### config.mk
export PLATFORM = sky130hd
export DESIGN_NAME = host_byte_bridge
export DESIGN_NICKNAME = d
export VERILOG_FILES = /design/src/rtl/hbb_pkg.sv /design/src/rtl/hbb_sync_edge.sv /design/src/rtl/hbb_byte_ptr.sv /design/src/rtl/hbb_read_mux.sv /design/src/rtl/host_byte_bridge.sv
export SDC_FILE = /design/constraint.sdc
export NUM_CORES = 1
export LEC_CHECK = 0
export BUFFER_PORTS_ARGS = -buffer_cell sky130_fd_sc_hd__buf_2
export CORE_MARGIN = 4
export CORE_UTILIZATION = 40
export CTS_CLUSTER_DIAMETER = 200
export DETAILED_ROUTE_END_ITERATION = 6
export PLACE_DENSITY = 0.75
export SLEW_MARGIN = 20
export SYNTH_ARGS = -nofsm -noshare
export SYNTH_HDL_FRONTEND = slang
export SYNTH_SLANG_ARGS = --single-unit
### constraint.sdc
create_clock -name clk -period 3 [get_ports clk]
set_input_delay 0.15 -clock clk [delete_from_list [all_inputs] [get_ports clk]]
set_output_delay 0.15 -clock clk [all_outputs]
set_load 0.005 [all_outputs]
### src/rtl/hbb_pkg.sv
package hbb_pkg;
    parameter int unsigned BYTE_W     = 8;
    parameter int unsigned WORD_BYTES = 4;
    parameter int unsigned ADDR_W     = 3;
    localparam int unsigned WORD_W    = BYTE_W * WORD_BYTES;
    localparam int unsigned PTR_W     = $clog2(WORD_BYTES);
    localparam int unsigned BUF_W     = WORD_W - BYTE_W;

    // low address bits when address bit 2 is clear
    localparam logic [1:0] SEL_PRIMARY = 2'd0;  // read: interrupt byte, write: transmit data
    localparam logic [1:0] SEL_RX1     = 2'd1;
    localparam logic [1:0] SEL_RX2     = 2'd2;
    localparam logic [1:0] SEL_CFG     = 2'd3;

    typedef struct packed {
        logic [BYTE_W-1:0] cfg;
        logic [BYTE_W-1:0] lbl1;
        logic [BYTE_W-1:0] lbl2;
        logic [BUF_W-1:0]  tx_buf;
        logic [WORD_W-1:0] tx_word;
        logic              tx_push;
        logic              mrst;
        logic [1:0]        lbl_pulse;
        logic [1:0]        strb_prev;   // [1] read, [0] write
        logic [BYTE_W-1:0] rdata;
    } hbb_state_t;
endpackage

### src/rtl/hbb_sync_edge.sv
module hbb_sync_edge #(
    parameter int unsigned W       = 1,
    parameter int unsigned STAGES  = 2,
    parameter logic        RST_VAL = 1'b0
) (
    input  logic         clk,
    input  logic         rst_n,
    input  logic [W-1:0] d,
    output logic [W-1:0] q
);
    logic [STAGES-1:0][W-1:0] st_d, st_q;

    always_comb begin
        st_d[0] = d;
        for (int i = 1; i < int'(STAGES); i++) begin
            st_d[i] = st_q[i-1];
        end
    end

    always_ff @(posedge clk or negedge rst_n) begin
        if (!rst_n) st_q <= {(STAGES*W){RST_VAL}};
        else        st_q <= st_d;
    end

    assign q = st_q[STAGES-1];
endmodule

### src/rtl/hbb_byte_ptr.sv
module hbb_byte_ptr
    import hbb_pkg::*;
(
    input  logic              clk,
    input  logic              rst_n,
    input  logic              clr,
    input  logic              step,
    input  logic [ADDR_W-1:0] addr,
    output logic [PTR_W-1:0]  ptr
);
    typedef struct packed {
        logic [PTR_W-1:0]  idx;
        logic [ADDR_W-1:0] last;
        logic              valid;
    } ptr_state_t;

    ptr_state_t p_d, p_q;
    logic       same_addr;

    always_comb begin
        same_addr = p_q.valid && (addr == p_q.last);
        ptr       = same_addr ? p_q.idx : '0;
        p_d       = p_q;
        if (clr) begin
            p_d.idx   = '0;
            p_d.valid = 1'b0;
        end else if (step) begin
            p_d.idx   = PTR_W'(ptr + 1'b1);
            p_d.last  = addr;
            p_d.valid = 1'b1;
        end
    end

    always_ff @(posedge clk or negedge rst_n) begin
        if (!rst_n) p_q <= '0;
        else        p_q <= p_d;
    end
endmodule

### src/rtl/hbb_read_mux.sv
module hbb_read_mux
    import hbb_pkg::*;
(
    input  logic [ADDR_W-1:0] addr,
    input  logic [PTR_W-1:0]  ptr,
    input  logic [WORD_W-1:0] rx1_word,
    input  logic [WORD_W-1:0] rx2_word,
    input  logic [BYTE_W-1:0] irq_byte,
    input  logic [BYTE_W-1:0] gen_byte,
    output logic [BYTE_W-1:0] byte_o
);
    logic [BYTE_W-1:0] rx1_sel, rx2_sel;

    always_comb begin
        rx1_sel = '0;
        rx2_sel = '0;
        for (int b = 0; b < int'(WORD_BYTES); b++) begin
            if (ptr == PTR_W'(b)) begin
                rx1_sel = rx1_word[b*BYTE_W +: BYTE_W];
                rx2_sel = rx2_word[b*BYTE_W +: BYTE_W];
            end
        end
    end

    always_comb begin
        byte_o = '0;
        if (!addr[ADDR_W-1]) begin
            unique case (addr[1:0])
                SEL_PRIMARY: byte_o = irq_byte;
                SEL_RX1:     byte_o = rx1_sel;
                SEL_RX2:     byte_o = rx2_sel;
                SEL_CFG:     byte_o = gen_byte;
                default:     byte_o = '0;
            endcase
        end
    end
endmodule

### src/rtl/host_byte_bridge.sv
module host_byte_bridge
    import hbb_pkg::*;
#(
    parameter int unsigned SYNC_STAGES = 2
) (
    input  logic                clk,
    input  logic                rst_n,
    input  logic                bus_cs_n,
    input  logic                bus_rd_n,
    input  logic                bus_wr_n,
    input  logic [ADDR_W-1:0]   bus_addr,
    input  logic [BYTE_W-1:0]   bus_wdata,
    output logic [BYTE_W-1:0]   bus_rdata,
    output logic [WORD_W-1:0]   tx_word,
    output logic                tx_push,
    input  logic                tx_fifo_full,
    input  logic                tx_empty,
    input  logic                tx_line_data,
    input  logic                tx_bit_clk,
    input  logic [WORD_W-1:0]   rx1_word,
    input  logic [WORD_W-1:0]   rx2_word,
    input  logic [2:0]          rx1_flags,
    input  logic [2:0]          rx2_flags,
    output logic [BYTE_W-1:0]   rx1_label,
    output logic [BYTE_W-1:0]   rx2_label,
    output logic [1:0]          rx_rst,
    output logic                master_reset,
    output logic                cfg_parity_odd,
    output logic [2:0]          cfg_rate,
    output logic [1:0]          cfg_clk_sel
);
    localparam int unsigned DAT_W = ADDR_W + BYTE_W;

    hbb_state_t s_d, s_q;

    logic [2:0]        ctl_s;
    logic [DAT_W-1:0]  dat_s;
    logic              cs_s, rd_s, wr_s;
    logic [ADDR_W-1:0] addr_s;
    logic [BYTE_W-1:0] wdata_s;
    logic              rd_rise, wr_rise, ptr_clr;
    logic [PTR_W-1:0]  rptr, wptr;
    logic [BYTE_W-1:0] irq_byte, gen_byte, rd_byte;

    // strobes and the address/data they qualify share one pipeline depth
    hbb_sync_edge #(.W(3), .STAGES(SYNC_STAGES), .RST_VAL(1'b1)) u_sync_ctl (
        .clk(clk), .rst_n(rst_n),
        .d({bus_cs_n, bus_rd_n, bus_wr_n}), .q(ctl_s)
    );
    hbb_sync_edge #(.W(DAT_W), .STAGES(SYNC_STAGES), .RST_VAL(1'b0)) u_sync_dat (
        .clk(clk), .rst_n(rst_n),
        .d({bus_addr, bus_wdata}), .q(dat_s)
    );

    assign cs_s    = ctl_s[2];
    assign rd_s    = ctl_s[1];
    assign wr_s    = ctl_s[0];
    assign addr_s  = dat_s[DAT_W-1:BYTE_W];
    assign wdata_s = dat_s[BYTE_W-1:0];

    assign rd_rise = !cs_s && rd_s && !s_q.strb_prev[1];
    assign wr_rise = !cs_s && wr_s && !s_q.strb_prev[0];
    assign ptr_clr = cs_s || s_q.mrst;

    hbb_byte_ptr u_rptr (
        .clk(clk), .rst_n(rst_n), .clr(ptr_clr), .step(rd_rise),
        .addr(addr_s), .ptr(rptr)
    );
    hbb_byte_ptr u_wptr (
        .clk(clk), .rst_n(rst_n), .clr(ptr_clr), .step(wr_rise),
        .addr(addr_s), .ptr(wptr)
    );

    assign irq_byte = {tx_fifo_full, tx_empty, rx2_flags, rx1_flags};
    assign gen_byte = {s_q.cfg[7:2], tx_bit_clk, tx_line_data};

    hbb_read_mux u_rmux (
        .addr(addr_s), .ptr(rptr), .rx1_word(rx1_word), .rx2_word(rx2_word),
        .irq_byte(irq_byte), .gen_byte(gen_byte), .byte_o(rd_byte)
    );

    always_comb begin
        s_d           = s_q;
        s_d.tx_push   = 1'b0;
        s_d.mrst      = 1'b0;
        s_d.lbl_pulse = 2'b00;
        s_d.strb_prev = {rd_s, wr_s};
        s_d.rdata     = (!cs_s && !rd_s) ? rd_byte : '0;

        if (wr_rise) begin
            if (addr_s[ADDR_W-1]) begin
                s_d.mrst = 1'b1;
            end else begin
                unique case (addr_s[1:0])
                    SEL_PRIMARY: begin
                        if (wptr == PTR_W'(WORD_BYTES - 1)) begin
                            if (!tx_fifo_full) begin
                                s_d.tx_word = {wdata_s, s_q.tx_buf};
                                s_d.tx_push = 1'b1;
                            end
                        end else begin
                            for (int b = 0; b < int'(WORD_BYTES) - 1; b++) begin
                                if (wptr == PTR_W'(b)) s_d.tx_buf[b*BYTE_W +: BYTE_W] = wdata_s;
                            end
                        end
                    end
                    SEL_RX1: begin
                        s_d.lbl1         = wdata_s;
                        s_d.lbl_pulse[0] = 1'b1;
                    end
                    SEL_RX2: begin
                        s_d.lbl2         = wdata_s;
                        s_d.lbl_pulse[1] = 1'b1;
                    end
                    SEL_CFG: s_d.cfg = wdata_s;
                    default: ;
                endcase
            end
        end
    end

    always_ff @(posedge clk or negedge rst_n) begin
        if (!rst_n) begin
            s_q           <= '0;
            s_q.mrst      <= 1'b1;
            s_q.strb_prev <= 2'b11;
        end else begin
            s_q <= s_d;
        end
    end

    assign bus_rdata      = s_q.rdata;
    assign tx_word        = s_q.tx_word;
    assign tx_push        = s_q.tx_push;
    assign rx1_label      = s_q.lbl1;
    assign rx2_label      = s_q.lbl2;
    assign master_reset   = s_q.mrst;
    assign rx_rst         = s_q.cfg[1:0] | s_q.lbl_pulse | {2{s_q.mrst}};
    assign cfg_parity_odd = s_q.cfg[2];
    assign cfg_rate       = s_q.cfg[5:3];
    assign cfg_clk_sel    = s_q.cfg[7:6];
endmodule

==> flow_summary.html <==
<table>
<tr><th>Metric</th><th>Value</th></tr>
<tr><th colspan="2">Run status</th></tr>
<tr><td>Run status</td><td>finished clean</td></tr>
<tr><th colspan="2">Power</th></tr>
<tr><td>Maximum VDD drop</td><td>about 0.55 mV</td></tr>
<tr><td>Cell internal power dissipation</td><td>roughly 3.6 mW</td></tr>
<tr><td>Net Switching</td><td>1.060 mW</td></tr>
<tr><td>Part of the total power dissipated in the clock network</td><td>between 40% and 50%</td></tr>
<tr><td>Part of the total power dissipated in sequential elements</td><td>roughly 44%</td></tr>
<tr><td>Combinational group share of total power</td><td>under 10%</td></tr>
<tr><td>Switching fraction of total power</td><td>22.67%</td></tr>
<tr><td>Static Leakage</td><td>3.723 nW</td></tr>
<tr><td>Power per standard cell area</td><td>about 640 nW/um2</td></tr>
<tr><th colspan="2">Global routing</th></tr>
<tr><td>Antenna violations before repair</td><td>0</td></tr>
<tr><td>Via count of the first global-routing pass</td><td>about 4100</td></tr>
<tr><td>Global-route wire length before repair</td><td>between 20 and 25 mm</td></tr>
<tr><td>Largest net degree at the start of global routing</td><td>between 70 and 80</td></tr>
<tr><td>Sum of overflow across all layers after global routing</td><td>0</td></tr>
<tr><td>Combined global-route utilization of all metal layers</td><td>~17%</td></tr>
<tr><th colspan="2">Worst setup path</th></tr>
<tr><td>Worst Path Max Fanout</td><td>14</td></tr>
<tr><td>Crit path launch type</td><td>flip-flop</td></tr>
<tr><td>Capturing element type of the critical path</td><td>flip-flop</td></tr>
<tr><td>Start-to-end type of the worst setup path</td><td>reg -&gt; reg</td></tr>
<tr><td>Required arrival time at the worst endpoint</td><td>between 3000 and 4000 ps</td></tr>
<tr><td>Endpoint arrival time on the critical path</td><td>approximately 3100 ps</td></tr>
<tr><th colspan="2">Placement</th></tr>
<tr><td>Port-buffer cells</td><td>155</td></tr>
<tr><td>Placed insts</td><td>~730</td></tr>
<tr><td>Half-perimeter wire length after placement</td><td>9.981 mm</td></tr>
<tr><td>Placer's final routability congestion estimate</td><td>0.8986</td></tr>
<tr><th colspan="2">Hold path</th></tr>
<tr><td>Worst Hold Class</td><td>in -&gt; reg</td></tr>
<tr><th colspan="2">Timing</th></tr>
<tr><td>Total of endpoints with negative setup slack in the final report</td><td>0</td></tr>
<tr><td>Setup repair after global routing missed its margin</td><td>false</td></tr>
<tr><td>Worst Skew</td><td>between 6 and 7 ps</td></tr>
<tr><td>Fmax achieved</td><td>~0.36 GHz</td></tr>
<tr><td>Slew of the pin with the lowest slew margin</td><td>between 800 and 900 ps</td></tr>
<tr><td>Rel. slew slack</td><td>between 40 and 50%</td></tr>
<tr><td>Fin crit period</td><td>roughly 2800 ps</td></tr>
<tr><td>Count of endpoints failing hold in the final timing report</td><td>0</td></tr>
<tr><td>Worst-case hold slack</td><td>around 85 ps</td></tr>
<tr><td>Final setup TNS</td><td>0 ps</td></tr>
<tr><td>Final Max Tran Viols</td><td>0</td></tr>
<tr><td>Fin crit share</td><td>just over 90%</td></tr>
<tr><th colspan="2">Clock network</th></tr>
<tr><td>Clock latency of the later-clocked register in the worst-skew pair</td><td>approximately 410 ps</td></tr>
<tr><td>Buffer depth of the longest clock path</td><td>2</td></tr>
<tr><td>Maximum level of the CTS H-tree</td><td>4</td></tr>
<tr><td>Clock edge transition at the registers on the reported setup and hold paths</td><td>60 ps</td></tr>
<tr><td>TritonCTS clock tree</td><td>done</td></tr>
<tr><td>Root Driver</td><td>clkbuf_16</td></tr>
<tr><td>Total clock sinks</td><td>about 130</td></tr>
<tr><td>Setup bufs post-CTS</td><td>0</td></tr>
<tr><td>Number of buffers inserted during clock tree synthesis</td><td>17</td></tr>
<tr><th colspan="2">Logic synthesis</th></tr>
<tr><td>Predominant post-synthesis flop cell</td><td>dfrtp_1</td></tr>
<tr><td>Synthesis-stage register bit count</td><td>about 130</td></tr>
<tr><td>Post-synth EDFFs</td><td>0</td></tr>
<tr><td>Syn Nets</td><td>about 560</td></tr>
<tr><td>Seq/Total Area, Yosys</td><td>between 50% and 60%</td></tr>
<tr><td>Post-synthesis cell count</td><td>approximately 460</td></tr>
<tr><td>Share of flip-flops with an asynchronous set or reset after synthesis</td><td>100.0%</td></tr>
<tr><td>Yosys synthesis warning count</td><td>0</td></tr>
<tr><td>Post-synthesis cell type count</td><td>40</td></tr>
<tr><td>Post-Syn Area per Cell</td><td>between 10 and 15 um2</td></tr>
<tr><td>Synthesized cell area</td><td>roughly 6000 um2</td></tr>
<tr><th colspan="2">Finish</th></tr>
<tr><td>Commonest non-fill, non-tap cell in the layout</td><td>buf_2</td></tr>
<tr><td>Share of final-layout standard cells stronger than drive strength 1</td><td>50.25%</td></tr>
<tr><td>Sequential cell area</td><td>between 3000 and 4000 um2</td></tr>
<tr><td>Area added between synthesis and finish</td><td>21.98%</td></tr>
<tr><td>Most used cells in the layout excluding fill and tap cells</td><td>buf_2 (154), dfrtp_1 (125), mux2_2 (83)</td></tr>
<tr><td>Non-filler cells in the finished layout</td><td>775</td></tr>
<tr><td>N_diodes</td><td>0</td></tr>
<tr><td># fillers</td><td>roughly 1300</td></tr>
<tr><td>Nets@finish</td><td>676</td></tr>
<tr><td>Footprint of the multi-input gates</td><td>between 2000 and 2500 um2</td></tr>
<tr><th colspan="2">Detailed routing</th></tr>
<tr><td>First-pass DRT Iterations</td><td>5</td></tr>
<tr><td>Mean routed wirelength per cell</td><td>about 18 um</td></tr>
<tr><td>Initial DRC count</td><td>213</td></tr>
<tr><td>Wirelength, routed</td><td>13.98 mm</td></tr>
<tr><td>Vias per inst</td><td>slightly above 5</td></tr>
<tr><td>Remaining routing DRC violations</td><td>0</td></tr>
<tr><td>Count of vias placed by the detailed router</td><td>around 4000</td></tr>
<tr><td>Count of nets left with antenna violations after detail routing</td><td>0</td></tr>
<tr><th colspan="2">Floorplan</th></tr>
<tr><td>Horiz. Die Dim</td><td>between 100 and 150 um</td></tr>
<tr><td>Floorplan Core Area</td><td>around 15000 um2</td></tr>
<tr><td>Starting density of the core</td><td>about two fifths</td></tr>
<tr><td>Number of rows created at floorplan</td><td>44</td></tr>
<tr><td>Total die area</td><td>between 15000 and 20000 um2</td></tr>
<tr><td>Vertical die dimension</td><td>130.4 um</td></tr>
<tr><td>Number of ports placed on the die boundary</td><td>between 150 and 200</td></tr>
<tr><th colspan="2">Run</th></tr>
<tr><td>Max-cap violations</td><td>0</td></tr>
</table>
## cells in the mapped netlist, types with 4 or more instances
cell type	instances	area [um2]
a211o_1	5	43.79
ha_1	8	100.1
or3_1	10	62.56
nor2b_1	5	31.28
o22ai_1	8	50.05
nand2b_1	6	37.54
a221oi_1	16	140.1
o21ai_0	11	55.05
dfrtp_1	125	3128
nor2_1	9	33.78
a31oi_1	9	56.30
nand2_1	15	56.30
a21oi_1	18	90.09
buf_4	61	457.9
mux2_2	83	934.7
xor2_1	4	35.03
dfstp_2	9	236.5
clkbuf_1	9	33.78
inv_1	9	33.78
buf_2	6	30.03
and2_1	6	37.54
## flip-flops by register name, summed over array words and instances, names as in the netlist, 3 cells and up
register	count
u_sync_dat.st_d	11
bus_rdata	8
s_q	30
cfg_rate	3
u_wptr.p_q	6
tx_word	32
u_sync_ctl.st_d	3
u_rptr.p_q	6
u_sync_ctl.q	3
rx1_label	8
rx2_label	8
u_sync_dat.q	11
## logic make-up after synthesis
kind of cell	share of synthesized area (%)
buffers and inverters	10.03
XOR/XNOR	0.8776
flip-flops	56.18
multiplexers	16.46
AND/OR/NAND/NOR	7.376
AO/OA/AOI/OAI	7.396
adder cells (fa/ha/maj)	1.672
## power groups by stage
stage | logic (mW) | registers (mW) | clock network (mW)
2_1_floorplan | 0.266 | 2.03 | 0
3_3_place_gp | 0.372 | 2.06 | 0
3_5_place_dp | 0.386 | 2.06 | 0
4_1_cts | 0.402 | 2.03 | 2.30
5_1_grt | 0.440 | 2.05 | 2.39
6_report | 0.396 | 2.03 | 2.24
## final timing paths
kind                                                 end  cells after the start  slack (ps)                          start
setup / recovery                  bus_rdata[1]$_DFF_PN0_                      9         220      u_rptr.p_q[1]$_DFFE_PN0P_
hold / removal                    bus_rdata[6]$_DFF_PN0_                      3          90                       tx_empty
setup reg to reg                  bus_rdata[1]$_DFF_PN0_                      9         220      u_rptr.p_q[1]$_DFFE_PN0P_
hold reg to reg                u_sync_dat.q[8]$_DFF_PN0_                      0         350  u_sync_dat.st_d[19]$_DFF_PN0_
max in group asynchronous      u_sync_ctl.q[2]$_DFF_PN1_                      3        1910                          rst_n
min in group asynchronous  u_sync_dat.st_d[15]$_DFF_PN0_                      2         260                          rst_n
## final cells by class
class	count	share of cell area (%)
inverters	9	0.4625
clock buffers	20	6.252
flip-flops and latches	134	46.06
well taps	184	3.152
multi-input cells	238	27.70
clock inverters	12	2.621
repair buffers	178	13.75
## layer usage
layer  GRT usage [%]  vias up  routed length [um]
li1                -     1805                   -
met1           21.91     1989                5984
met2           26.77      181                6633
met3           4.707       27                1091
met4           5.808        0                 269
met5               0        -                   0
## critical path, cell delays in order, from the launching register on
cell      delay [ps]
dfrtp_1          380
xnor2_1          170
nand2_1           70
nor3_1           410
and2_1           240
ha_1             430
nand2b_1         360
o22ai_1          110
or3_1            360
a31oi_1          170
## timing repair
| action | CTS | global route |
|---|---|---|
| endpoints found under the setup margin | 0 | 0 |
| hold endpoints to repair | 71 | 0 |
| hold buffers | 15 | 0 |
| resized for setup | 0 | 0 |
## through the flow
step	setup slack (ps)	power [mW]	utilization [%]	area [um2]
floorplan	459.1	2.292	-	5988
global placement	448.4	2.429	44.60	6506
detailed placement	280.4	2.451	44.60	6506
CTS	275.4	4.739	50.07	7305
global route	9.014	4.880	50.07	7305
finish	220.0	4.673	50.07	7305
No activity file was read; power rests on OpenSTA's default activity.
